**config.mk**
```make
export PLATFORM = sky130hd
export DESIGN_NAME = usb_irq_wrap
export DESIGN_NICKNAME = d
export VERILOG_FILES = /design/src/rtl/usb_irq_pkg.sv /design/src/rtl/usb_irq_edge.sv /design/src/rtl/usb_irq_src.sv /design/src/rtl/usb_irq_mask.sv /design/src/rtl/usb_irq_line.sv /design/src/rtl/usb_irq_wrap.sv
export SDC_FILE = /design/constraint.sdc
export NUM_CORES = 1
export LEC_CHECK = 0
export ABC_AREA = 1
export BUFFER_PORTS_ARGS = -buffer_cell sky130_fd_sc_hd__buf_4
export CAP_MARGIN = 20
export CORE_ASPECT_RATIO = 1.4
export CORE_MARGIN = 1
export CORE_UTILIZATION = 35
export DETAILED_ROUTE_END_ITERATION = 8
export SYNTH_ARGS = -nofsm -noshare
export SYNTH_HDL_FRONTEND = slang
export SYNTH_SLANG_ARGS = --single-unit
```
**constraint.sdc**
```tcl
create_clock -name clk_i -period 2.7 [get_ports clk_i]
set_clock_uncertainty 0.1 [all_clocks]
set_input_delay 0.54 -clock clk_i [delete_from_list [all_inputs] [get_ports clk_i]]
set_output_delay 0.54 -clock clk_i [all_outputs]
set_load 0.02 [all_outputs]
```
**src/rtl/usb_irq_pkg.sv**
```systemverilog
package usb_irq_pkg;
  localparam int unsigned DW = 32;
  localparam int unsigned AW = 8;

  localparam logic [AW-1:0] OFS_RAW    = 8'h20;
  localparam logic [AW-1:0] OFS_SET    = 8'h24;
  localparam logic [AW-1:0] OFS_CLR    = 8'h28;
  localparam logic [AW-1:0] OFS_MASK   = 8'h2c;
  localparam logic [AW-1:0] OFS_MSET   = 8'h30;
  localparam logic [AW-1:0] OFS_MCLR   = 8'h34;
  localparam logic [AW-1:0] OFS_MASKED = 8'h38;
  localparam logic [AW-1:0] OFS_EOI    = 8'h3c;

  typedef struct packed {
    logic raw_set;
    logic raw_clr;
    logic msk_set;
    logic msk_clr;
    logic eoi;
  } wr_strb_t;

  function automatic logic [DW-1:0] field_bits(int unsigned lsb, int unsigned n);
    logic [DW-1:0] v;
    v = '0;
    for (int unsigned i = 0; i < DW; i++)
      if (i >= lsb && i < lsb + n) v[i] = 1'b1;
    return v;
  endfunction
endpackage

```
**src/rtl/usb_irq_edge.sv**
```systemverilog
module usb_irq_edge #(
  parameter int unsigned W = 32
) (
  input  logic         clk_i,
  input  logic         rst_ni,
  input  logic [W-1:0] lvl_i,
  output logic [W-1:0] rise_o
);
  logic [W-1:0] prev_q;

  always_ff @(posedge clk_i or negedge rst_ni) begin
    if (!rst_ni) prev_q <= '0;
    else         prev_q <= lvl_i;
  end

  assign rise_o = lvl_i & ~prev_q;
endmodule

```
**src/rtl/usb_irq_src.sv**
```systemverilog
module usb_irq_src #(
  parameter int unsigned  W     = 32,
  parameter logic [W-1:0] VALID = '1
) (
  input  logic         clk_i,
  input  logic         rst_ni,
  input  logic [W-1:0] hw_set_i,
  input  logic [W-1:0] sw_set_i,
  input  logic [W-1:0] sw_clr_i,
  output logic [W-1:0] src_o
);
  logic [W-1:0] src_q, src_d;

  // hardware set applied after clear: set wins
  always_comb src_d = ((src_q & ~sw_clr_i) | sw_set_i | hw_set_i) & VALID;

  always_ff @(posedge clk_i or negedge rst_ni) begin
    if (!rst_ni) src_q <= '0;
    else         src_q <= src_d;
  end

  assign src_o = src_q;
endmodule

```
**src/rtl/usb_irq_mask.sv**
```systemverilog
module usb_irq_mask #(
  parameter int unsigned  W     = 32,
  parameter logic [W-1:0] VALID = '1
) (
  input  logic         clk_i,
  input  logic         rst_ni,
  input  logic [W-1:0] set_i,
  input  logic [W-1:0] clr_i,
  output logic [W-1:0] mask_o
);
  logic [W-1:0] mask_q;

  always_ff @(posedge clk_i or negedge rst_ni) begin
    if (!rst_ni) mask_q <= '0;
    else         mask_q <= ((mask_q | set_i) & ~clr_i) & VALID;
  end

  assign mask_o = mask_q;
endmodule

```
**src/rtl/usb_irq_line.sv**
```systemverilog
module usb_irq_line (
  input  logic clk_i,
  input  logic rst_ni,
  input  logic pend_i,
  input  logic eoi_i,
  output logic irq_o
);
  logic armed_q, irq_q;

  always_ff @(posedge clk_i or negedge rst_ni) begin
    if (!rst_ni) begin
      armed_q <= 1'b1;
      irq_q   <= 1'b0;
    end else if (eoi_i) begin
      armed_q <= 1'b1;
      irq_q   <= 1'b0;
    end else if (armed_q && pend_i) begin
      armed_q <= 1'b0;
      irq_q   <= 1'b1;
    end
  end

  assign irq_o = irq_q;
endmodule

```
**src/rtl/usb_irq_wrap.sv**
```systemverilog
module usb_irq_wrap #(
  parameter int unsigned NUM_TX   = 5,
  parameter int unsigned TX_LSB   = 0,
  parameter int unsigned NUM_RX   = 4,
  parameter int unsigned RX_LSB   = 9,
  parameter int unsigned NUM_CORE = 9,
  parameter int unsigned CORE_LSB = 16
) (
  input  logic                        clk_i,
  input  logic                        rst_ni,
  input  logic                        req_i,
  input  logic                        we_i,
  input  logic [usb_irq_pkg::AW-1:0]  addr_i,
  input  logic [usb_irq_pkg::DW-1:0]  wdata_i,
  output logic [usb_irq_pkg::DW-1:0]  rdata_o,
  input  logic [NUM_TX-1:0]           tx_evt_i,
  input  logic [NUM_RX-1:0]           rx_evt_i,
  input  logic [NUM_CORE-1:0]         core_evt_i,
  output logic                        irq_o
);
  import usb_irq_pkg::*;

  localparam logic [DW-1:0] TX_BITS   = field_bits(TX_LSB, NUM_TX);
  localparam logic [DW-1:0] RX_BITS   = field_bits(RX_LSB, NUM_RX);
  localparam logic [DW-1:0] CORE_BITS = field_bits(CORE_LSB, NUM_CORE);
  localparam logic [DW-1:0] VALID     = TX_BITS | RX_BITS | CORE_BITS;

  logic [DW-1:0] hw_lvl, hw_rise, src_q, mask_q, masked;
  logic [DW-1:0] sset, sclr, mset, mclr;
  wr_strb_t      wr;
  logic          eoi_wr, mclr_wr;

  always_comb begin
    hw_lvl = '0;
    hw_lvl[TX_LSB   +: NUM_TX]   = tx_evt_i;
    hw_lvl[RX_LSB   +: NUM_RX]   = rx_evt_i;
    hw_lvl[CORE_LSB +: NUM_CORE] = core_evt_i;
  end

  always_comb begin
    wr         = '0;
    wr.raw_set = req_i && we_i && addr_i == OFS_SET;
    wr.raw_clr = req_i && we_i && addr_i == OFS_CLR;
    wr.msk_set = req_i && we_i && addr_i == OFS_MSET;
    wr.msk_clr = req_i && we_i && addr_i == OFS_MCLR;
    wr.eoi     = req_i && we_i && addr_i == OFS_EOI;
  end

  assign sset    = wr.raw_set ? wdata_i : '0;
  assign sclr    = wr.raw_clr ? wdata_i : '0;
  assign mset    = wr.msk_set ? wdata_i : '0;
  assign mclr    = wr.msk_clr ? wdata_i : '0;
  assign eoi_wr  = wr.eoi;
  assign mclr_wr = wr.msk_clr;

  usb_irq_edge #(.W(DW)) i_edge (
    .clk_i  (clk_i),
    .rst_ni (rst_ni),
    .lvl_i  (hw_lvl),
    .rise_o (hw_rise)
  );

  usb_irq_src #(.W(DW), .VALID(VALID)) i_src (
    .clk_i    (clk_i),
    .rst_ni   (rst_ni),
    .hw_set_i (hw_rise),
    .sw_set_i (sset),
    .sw_clr_i (sclr),
    .src_o    (src_q)
  );

  usb_irq_mask #(.W(DW), .VALID(VALID)) i_mask (
    .clk_i  (clk_i),
    .rst_ni (rst_ni),
    .set_i  (mset),
    .clr_i  (mclr),
    .mask_o (mask_q)
  );

  assign masked = src_q & mask_q;

  usb_irq_line i_line (
    .clk_i  (clk_i),
    .rst_ni (rst_ni),
    .pend_i (|masked),
    .eoi_i  (eoi_wr),
    .irq_o  (irq_o)
  );

  always_comb begin
    rdata_o = '0;
    if (req_i && !we_i) begin
      unique case (addr_i)
        OFS_RAW:    rdata_o = src_q;
        OFS_MASK:   rdata_o = mask_q;
        OFS_MASKED: rdata_o = masked;
        default:    rdata_o = '0;
      endcase
    end
  end
endmodule

```
=== Yosys cells after proc, flatten, opt, wreduce, memory -nomap -nowiden ===
Index checks and enable logic that the tools add are counted.

* Muxes and demuxes: 10
* Reductions and logical operators: 11
* Bitwise operators: 10
* Eq/ne operators: 8

{| class="wikitable"
|+ Operator list
! operator !! count
|-
| $mux W25 || 5
|-
| $and A25 B25 Y25 || 4
|-
| $not A25 Y25 || 3
|-
| $or A25 B25 Y25 || 3
|-
| $pmux W25 S3 || 1
|-
| $eq A8 B6 Y1 const B || 8
|-
| $reduce_or A32 Y1 || 1
|-
| $logic_and A1 B1 Y1 || 8
|-
| $mux W1 || 4
|-
| $reduce_bool A2 Y1 || 1
|-
| $logic_not A1 Y1 || 1
|}

* Output and inout port bits: 33
* Register bits after elaboration: 56
* Input port bits: 62
* Logic and storage cells: 44

=== Depth between registers and ports, before layout ===
Gate-level depths: netlist (run 1).

* Depth in word-level cells: 7
* Mapped depth: 9
* Depth with buffers taken out: 8

=== Hierarchy ===
A second synthesis (run 1) with hierarchy kept.

* Cells, all modules: 788
* Area total of the unflattened synthesis: 4,906.0 µm²

{| class="wikitable"
|+ By module, submodules not included
! module !! area each (µm²) !! cells an instance !! instances
|-
| usb_irq_wrap || 2,182.1 || 511 || 1
|-
| usb_irq_edge || 1,121.1 || 96 || 1
|-
| usb_irq_src || 829.5 || 105 || 1
|-
| usb_irq_mask || 694.4 || 69 || 1
|-
| usb_irq_line || 78.8 || 7 || 1
|}

=== Worst setup path after synthesis (run 1) ===
OpenSTA, ideal clock, no wires.

* Kind: input to output
* From: input addr_i[7] (netlist bit)
* To: output rdata_o[10] (netlist bit)
* Data required time: 2.060 ns
* Stages on the path: 8
* Data arrival time: 1.643 ns
* Path slack: 0.417 ns
* Path buffers: 1
* Path through: nor2_2 > nand3_2 > nor2_4 > buf_4 > nand2_1 > nand2_1 > nand2_1 > a21oi_1

* Longest elaborated chain between the ends: 3

{| class="wikitable"
|+ RTL lines
! element !! RTL line !! RTL
|-
| from (decl) || usb_irq_wrap.sv:13 || <nowiki>input logic [usb_irq_pkg::AW-1:0] addr_i,</nowiki>
|-
| $eq A8 B6 Y1 || usb_irq_wrap.sv:93 || <nowiki>unique case (addr_i)</nowiki>
|-
| $pmux W25 S3 (*) || usb_irq_wrap.sv:93 ||
|-
| $mux W25 (*) || usb_irq_wrap.sv:92 || <nowiki>if (req_i && !we_i) begin</nowiki>
|-
| to (decl) || usb_irq_wrap.sv:15 || <nowiki>output logic [usb_irq_pkg::DW-1:0] rdata_o,</nowiki>
|}

Mark *: on every way between the ends. The rest lies on a longest branch, timed or not.

=== Worst setup path in the final report (run 1) ===
* From: input addr_i[7] (netlist bit)
* To: output rdata_o[3] (netlist bit)

The elaborated chain is that of the path after synthesis.

==> results of run 1 <==
-- cells in the mapped netlist --
master	n	area (µm²)
nor3_1	2	10.01
nand3b_2	1	11.26
conb_1	1	3.750
nand2_2	3	18.77
o21ai_1	3	15.01
nor2_4	3	33.78
nand4_2	1	12.51
o21bai_1	19	142.6
inv_2	1	3.750
a21boi_0	1	7.510
nor2_2	3	18.77
buf_2	5	25.02
a21oi_1	9	45.04
inv_1	45	168.9
nor3_2	1	10.01
dfrtp_1	55	1376
buf_4	15	112.6
dfstp_2	1	26.28
o211ai_1	18	135.1
nand3_1	1	5.000
nand2_4	1	11.26
o21ai_0	15	75.07
buf_6	2	22.52
o21a_1	18	135.1
nand2_1	121	454.2
a21o_1	1	7.510
a21oi_2	9	78.83
nor2_1	10	37.54
nand3_2	3	30.03
-- state kept, by name, summed over array words and instances, names as in the netlist --
| register | cells |
|---|---|
| i_edge.prev_q | 18 |
| i_src.src_o | 18 |
| i_line.irq_o | 1 |
| i_mask.mask_o | 18 |
| i_line.armed_q | 1 |
-- power by group through the flow --
| stage | clock [mW] | sequential (mW) | combinational, mW |
|---|---|---|---|
| 6_report | 0.673 | 0.872 | 0.168 |
| 5_1_grt | 0.734 | 0.875 | 0.190 |
| 4_1_cts | 0.698 | 0.872 | 0.172 |
| 3_5_place_dp | 0 | 0.888 | 0.172 |
| 3_3_place_gp | 0 | 0.887 | 0.169 |
| 2_1_floorplan | 0 | 0.887 | 0.0943 |
-- per-layer routing --
metal	vias to the layer above	wire length, µm
met5	-	0
met4	0	116
met3	8	261
met2	55	3430
met1	1180	3134
li1	1286	-
-- path summary, 6_finish.rpt --
kind | start | endpoint | slack (ps) | depth (start not counted)
worst max-delay path | addr_i[7] | rdata_o[3] | 200 | 10
worst min-delay path | rst_ni | i_edge.prev_q[2] | 200 | 1
worst max register to register | i_mask.mask_o[16] | i_line.irq_o | 1490 | 6
worst min register to register | i_edge.prev_q[23] | i_src.src_o[23] | 420 | 3
max in group asynchronous | rst_ni | i_mask.mask_o[23] | 1810 | 1
min in group clk_i | core_evt_i[4] | i_edge.prev_q[20] | 260 | 1
-- metrics by stage --
stage                     area [µm²]  setup slack (ps)
after floorplan                 3083             416.9
after global placement          3583             216.3
final                           3736             201.3
after global routing            3736             70.52
after CTS                       3736             183.0
after detailed placement        3583             184.4
-- area by class of cell --
class | count | area, µm²
fill | 872 | 4559
timing repair buffer | 71 | 533.0
clock buffer | 7 | 152.6
sequential | 56 | 1403
multi-input combinational | 257 | 1348
tap | 102 | 127.6
inverter | 46 | 172.7
-- kinds of logic (layout without fill, tap and decap cells) --
family | after synthesis | after routing | share of synthesized area [%]
buffers and inverters | 68 | 124 | 10.97
flip-flops | 56 | 56 | 46.23
other | 1 | 14 | 0.1236
AO/OA/AOI/OAI | 93 | 93 | 21.15
AND/OR/NAND/NOR | 150 | 150 | 21.53
-- worst reg2reg max path, delay by kind of cell (launching register included) --
family / cells / cell delay, ps
DFF: 1 / 400
AOI/OAI and AO/OA: 2 / 220
and+or+nand+nor: 4 / 360
==> metrics.txt, run 1 <==
leak pwr=1.862 nW; CTS sink cnt=56; cell count after synthesis=368; clk_lat worst skew=290 ps; vias per cell=4.692; cell internal pwr=1.322 mW; post-CTS setup buffer count=0; Critical Path Start Type=input pin; Detail Route Antenna Nets=0; Slew headroom=51.44%; first-pass GRT wire length=11.33 mm; commonest cells after routing, fill and taps aside=121 x nand2_1, 71 x buf_4, 55 x dfrtp_1, 45 x inv_1, 19 x o21bai_1; cells along the critical path=buf_4 -> nor2_2 -> nand3_2 -> nor2_4 -> buf_4 -> nand2_1 -> nand2_1 -> nand2_1 -> a21oi_1 -> buf_4; n_diodes=0; synth warn=0; Area Growth Syn to Fin=23.13%; Seq/Total Area, Yosys=46.23%; Mapped Avg Cell Area=8.245 µm²; hold slack=202.7 ps; Synth Cell Area=0.003034 mm²; share of cells above drive strength 1=24.03%; kind of critical path=input pin to primary output; clock-pin slew on the worst setup and hold paths=70 ps; Netlist cell types=29; gr usage total=16.34%; Site Rows=39; DRC viols=0; total power=1.714 mW; CTS buffer count=5; GP Congestion=0.7257; Crit-path slowest cell=buf_4; Die Area=0.009051 mm²; crit share post-route=92.54%; sw frac=22.86%; CP Max Fanout=18; Setup crit end kind=primary output; Max clock buf depth=2; Pre-Repair DR Iteration Count=4; CTS tree=done; setup TNS=0 ps; GR Util met1=21.33%; DP HPWL=4.805 mm; grt peak-use layer=met2; post-DR wirelength/cell=12.88 µm; Pwr Density=458.6 mW/mm²; HP Class=input pin to asynchronous set/reset pin; final core utilization=45.04%; Total Wirelength=6.943 mm; cell family with most CP delay=simple AND/OR/NAND/NOR gates; die width=80.69 µm; post-layout net count=499; Hold Buf Count CTS=0; drt first-iter violations=114; delay of the slowest cell on the worst path=250 ps; P_sw=0.3918 mW; Least-Margin Pin Slew=728.4 ps; RSZ-0062 raised after global routing=no; Arrival @ worst endpoint=1860 ps; global route overflow=0; fmax=0.4002 GHz; # IOs=95; Comb pwr share=9.8%; initial core utilization=36.58%; H-tree depth reported by CTS=2; vias in the first global route=2,398; dpl cells=532; global routing usage on met3=2.602%; Max Cap Violations=0; Post-Layout Cell Count=539; pin count of the biggest net entering global routing=57; commonest non-fill, non-tap cell in the layout=nand2_1; run status=finished, final reports clean; Die Span Y=112.2 µm; final setup violation count=0; post-CTS sizing=0; area of the core=0.008295 mm²; routing usage on met2=27.01%; Reg power frac=50.9%; clock share of power=39.3%; max-slew violation count=0; Peak VDD IR=0.2882 mV; Bufs and invs on worst path=3; clk root buf=clkbuf_16; initial antenna violation count=0; routed via count=2,529; Data required, critical path=2060 ps; #FFs+latches synth=56; I/O Buffers=66; post-layout min period=2499 ps; final hold violation count=0
(Power assumes the default switching activity.)
==> run 2, diff against run 1 <==
==> constraint.sdc (replaced) <==
create_clock -name clk_i -period 2.7 [get_ports clk_i]
set_clock_uncertainty 0.1 [all_clocks]
set_input_delay 0.135 -clock clk_i [delete_from_list [all_inputs] [get_ports clk_i]]
set_output_delay 0.135 -clock clk_i [all_outputs]
set_load 0.02 [all_outputs]
==> metrics.txt, run 2 (synthesized netlist as in run 1, its figures left out) <==
clk_lat worst skew=290 ps; setup TNS=0 ps; Pre-Repair DR Iteration Count=4; Die Area=0.009051 mm²; Total Wirelength=7.230 mm; DRC viols=0; CTS buffer count=5; Data required, critical path=2470 ps; Slew headroom=50.65%; post-route cell area=0.003897 mm²; pin count of the biggest net entering global routing=57; multi-input logic area=0.001348 mm²; vias in the first global route=2,597; DP HPWL=4.735 mm; Max clock buf depth=2; global route overflow=0; max-slew violation count=0; drt first-iter violations=128; crit share post-route=72.98%; commonest cells after routing, fill and taps aside=121 x nand2_1, 68 x buf_4, 55 x dfrtp_1, 45 x inv_1; post-DR wirelength/cell=13.00 µm; initial core utilization=36.58%; vias per cell=4.671; clk root buf=clkbuf_16; Arrival @ worst endpoint=1740 ps; I/O Buffers=66; area of the core=0.008295 mm²; CTS tree=done; leak pwr=1.924 nW; initial antenna violation count=0; share of cells above drive strength 1=22.25%; # IOs=95; run status=finished, final reports clean; placed inst area=0.003561 mm²; die width=80.69 µm; Least-Margin Pin Slew=740.3 ps; Site Rows=39; Setup crit end kind=primary output; post-layout net count=515; Max Cap Violations=0; RSZ-0062 raised after global routing=no; Pwr Density=441.4 mW/mm²; gr usage total=17.12%; CTS sink cnt=56; register area=0.001403 mm²; Detail Route Antenna Nets=0; CP Max Fanout=19; fmax=0.5075 GHz; Die Span Y=112.2 µm; GP Congestion=0.7315; total power=1.721 mW; first-pass GRT wire length=11.96 mm; Critical Path Start Type=input pin; clock-pin slew on the worst setup and hold paths=70 ps; n_diodes=0; Peak VDD IR=0.2764 mV; Area Growth Syn to Fin=28.45%; routed via count=2,597; final setup violation count=0; H-tree depth reported by CTS=2; kind of critical path=input pin to primary output; Filler Cell Count=843; final hold violation count=0; post-layout min period=1970 ps; HP Class=input pin to flop; commonest non-fill, non-tap cell in the layout=nand2_1
## run 2: critical path, cell delays in order
cell	delay [ps]
buf_4	120
inv_1	50
nand2_1	70
nor3_2	200
nand2_2	320
nand2_2	190
nand2_4	190
a21oi_1	260
buf_4	190
## run 2: cell type report
cell class              instances  share of cell area [%]
multi-input cells             257                   34.57
clock buffers                   8                   3.756
repair buffers                 87                   17.98
well taps                     102                   3.274
flip-flops and latches         56                   35.99
inverters                      46                   4.430
## run 2: timing repair
| item | 4_1_cts | 5_1_grt |
|---|---|---|
| resized for setup | 0 | 0 |
| endpoints found under the hold margin | 87 | 0 |
| hold buffers | 19 | 0 |
| setup endpoints to repair | 0 | 0 |
| buffers inserted | 0 | 0 |
## run 2: per-layer routing
metal  wire length, µm  vias to the layer above  global-route usage, %
met5                 0                        -                      0
met3               281                        7                  2.846
met2              3621                       61                  29.66
met4               127                        0                  6.190
li1                  -                     1319                      -
met1              3199                     1210                  21.01
## run 2: power by group
part	switching (mW)	total [mW]	internal, mW
registers	0.0113	0.872	0.861
clock network	0.287	0.658	0.371
logic	0.102	0.191	0.0887
## run 2: final timing paths
check / start / end / slack, ps / cells after the start
min reg2reg: i_edge.prev_q[23] / i_src.src_o[23] / 420 / 3
max reg2reg: i_mask.mask_o[18] / i_line.irq_o / 1480 / 6
max: addr_i[0] / rdata_o[24] / 730 / 9
max in group asynchronous: rst_ni / i_edge.prev_q[23] / 1660 / 2
min: wdata_i[2] / i_src.src_o[2] / 80 / 3
min in group asynchronous: rst_ni / i_mask.mask_o[9] / 350 / 2
## run 2: metrics by stage
stage                     utilization [%]  hold slack (ps)  setup WS, ps  instances
final                               46.98            76.39         729.6        556
after global routing                46.98            81.07         675.1        556
after CTS                           46.98            75.90         730.7        556
after detailed placement            42.93            144.5         740.1        529
after global placement              42.93            147.0         746.5        529
after floorplan                         -           -260.6          1227        381
==> run 3, diff against run 2 <==
clock period = 1.8 ns   (was 2.7 ns; I/O delays follow)
==> metrics.txt, run 3 (synthesized netlist as in run 1, its figures left out) <==
run status=finished, final reports clean; HP Class=input pin to flop; initial core utilization=36.58%; Met1 Wirelength=3.202 mm; fmax=0.6335 GHz; CP Max Fanout=18; max-slew violation count=0; total power=2.658 mW; die width=80.69 µm; vias in the first global route=2,473; reg2reg path depth=6; routed via count=2,626; setup TNS=0 ps; vias per cell=4.681; global route overflow=0; share of cells above drive strength 1=23.53%; final setup violation count=0; area of the core=0.008295 mm²; Die Area=0.009051 mm²; post-layout min period=1579 ps; Critical Path Start Type=input pin; met3 wire length=251 µm; FF-to-FF End=i_line.irq_o; dpl cells=536; final hold violation count=0; Setup crit end kind=primary output; min-delay src=wdata_i[9]; placed inst area=0.003613 mm²; met2 WL post-DR=3.631 mm; Least-Margin Pin Slew=723.3 ps; uppermost layer routed=met4; Die Span Y=112.2 µm; Post-Layout Cell Count=561; pin count of the biggest net entering global routing=57; leak pwr=1.958 nW; Pwr Density=671.3 mW/mm²; post-route cell area=0.003959 mm²; Data required, critical path=1610 ps; DRC viols=0; CTS sink cnt=56; drt first-iter violations=120; # IOs=95; Pre-Repair DR Iteration Count=4; crit share post-route=87.70%; CTS buffer count=5; Peak VDD IR=0.4318 mV; CTS tree=done; Slew headroom=51.78%; hold path depth=3; Max Cap Violations=0; Arrival @ worst endpoint=1390 ps; Total Wirelength=7.182 mm; clk_lat worst skew=290 ps; initial antenna violation count=0; clock-pin slew on the worst setup and hold paths=60 ps; gr usage total=17.04%; hold slack=33.66 ps; first-pass GRT wire length=11.88 mm; kind of critical path=input pin to primary output; I/O Buffers=66; Detail Route Antenna Nets=0; Site Rows=39; post-CTS setup buffer count=0; Area Growth Syn to Fin=30.47%; post-DR wirelength/cell=12.80 µm; Worst Hold Path EP=i_src.src_o[9]; r2r setup slk=580 ps; R2R Path Start=i_mask.mask_o[9]; post-layout net count=522; Max clock buf depth=2; n_diodes=0; H-tree depth reported by CTS=2; commonest non-fill, non-tap cell in the layout=nand2_1; DP HPWL=4.982 mm; RSZ-0062 raised after global routing=no; clk root buf=clkbuf_16; commonest cells after routing, fill and taps aside=121 x nand2_1, 75 x buf_4, 55 x dfrtp_1, 45 x inv_1; GP Congestion=0.7621
[run 3: report_power, final]
group / switching (mW) / internal, mW
logic: 0.154 / 0.133
registers: 0.0169 / 1.29
clock network: 0.421 / 0.641
total: 0.591 / 2.07
[run 3: worst max-delay path, stage by stage]
cell     delay [ps]
buf_4           110
nor2_2          120
nand3_2         130
nor2_4          140
buf_4           240
nand2_1          80
nand2_1          60
nand2_1          40
a21oi_1         190
buf_4           180
[run 3: through the flow]
| step | worst slack (ps) | utilization [%] |
|---|---|---|
| after floorplan | 416.9 | - |
| after global placement | 213.7 | 43.56 |
| after detailed placement | 205.8 | 43.56 |
| after CTS | 204.7 | 47.72 |
| after global routing | 72.23 | 47.72 |
| final | 221.4 | 47.72 |
[run 3: metal layers]
| metal | vias up | track usage [%] |
|---|---|---|
| met5 | - | 0 |
| met4 | 0 | 5.357 |
| met3 | 7 | 2.927 |
| met2 | 57 | 28.19 |
| met1 | 1232 | 22.42 |
| li1 | 1330 | - |
[run 3: worst max path at each step]
| stage | from | endpoint | slack, ps |
|---|---|---|---|
| global route | addr_i[7] | rdata_o[24] | 70 |
| global placement | addr_i[7] | rdata_o[24] | 210 |
| CTS | addr_i[7] | rdata_o[10] | 200 |
| floorplan | addr_i[7] | rdata_o[10] | 420 |
| detailed placement | addr_i[7] | rdata_o[10] | 210 |
| finish | addr_i[7] | rdata_o[24] | 220 |
[run 3: area by class of cell]
cell class                 count  area [µm²]
clock buffer                   5       125.1
clock inverter                 1       30.03
fill                         845        4337
inverter                      46       172.7
multi-input combinational    257        1348
sequential                    56        1403
tap                          102       127.6
timing repair buffer          94       753.2
[run 3: what timing repair did]
action / in CTS / in global routing
endpoints found under the hold margin: 91 / 0
resized for setup: 0 / 0
hold buffers: 19 / 0
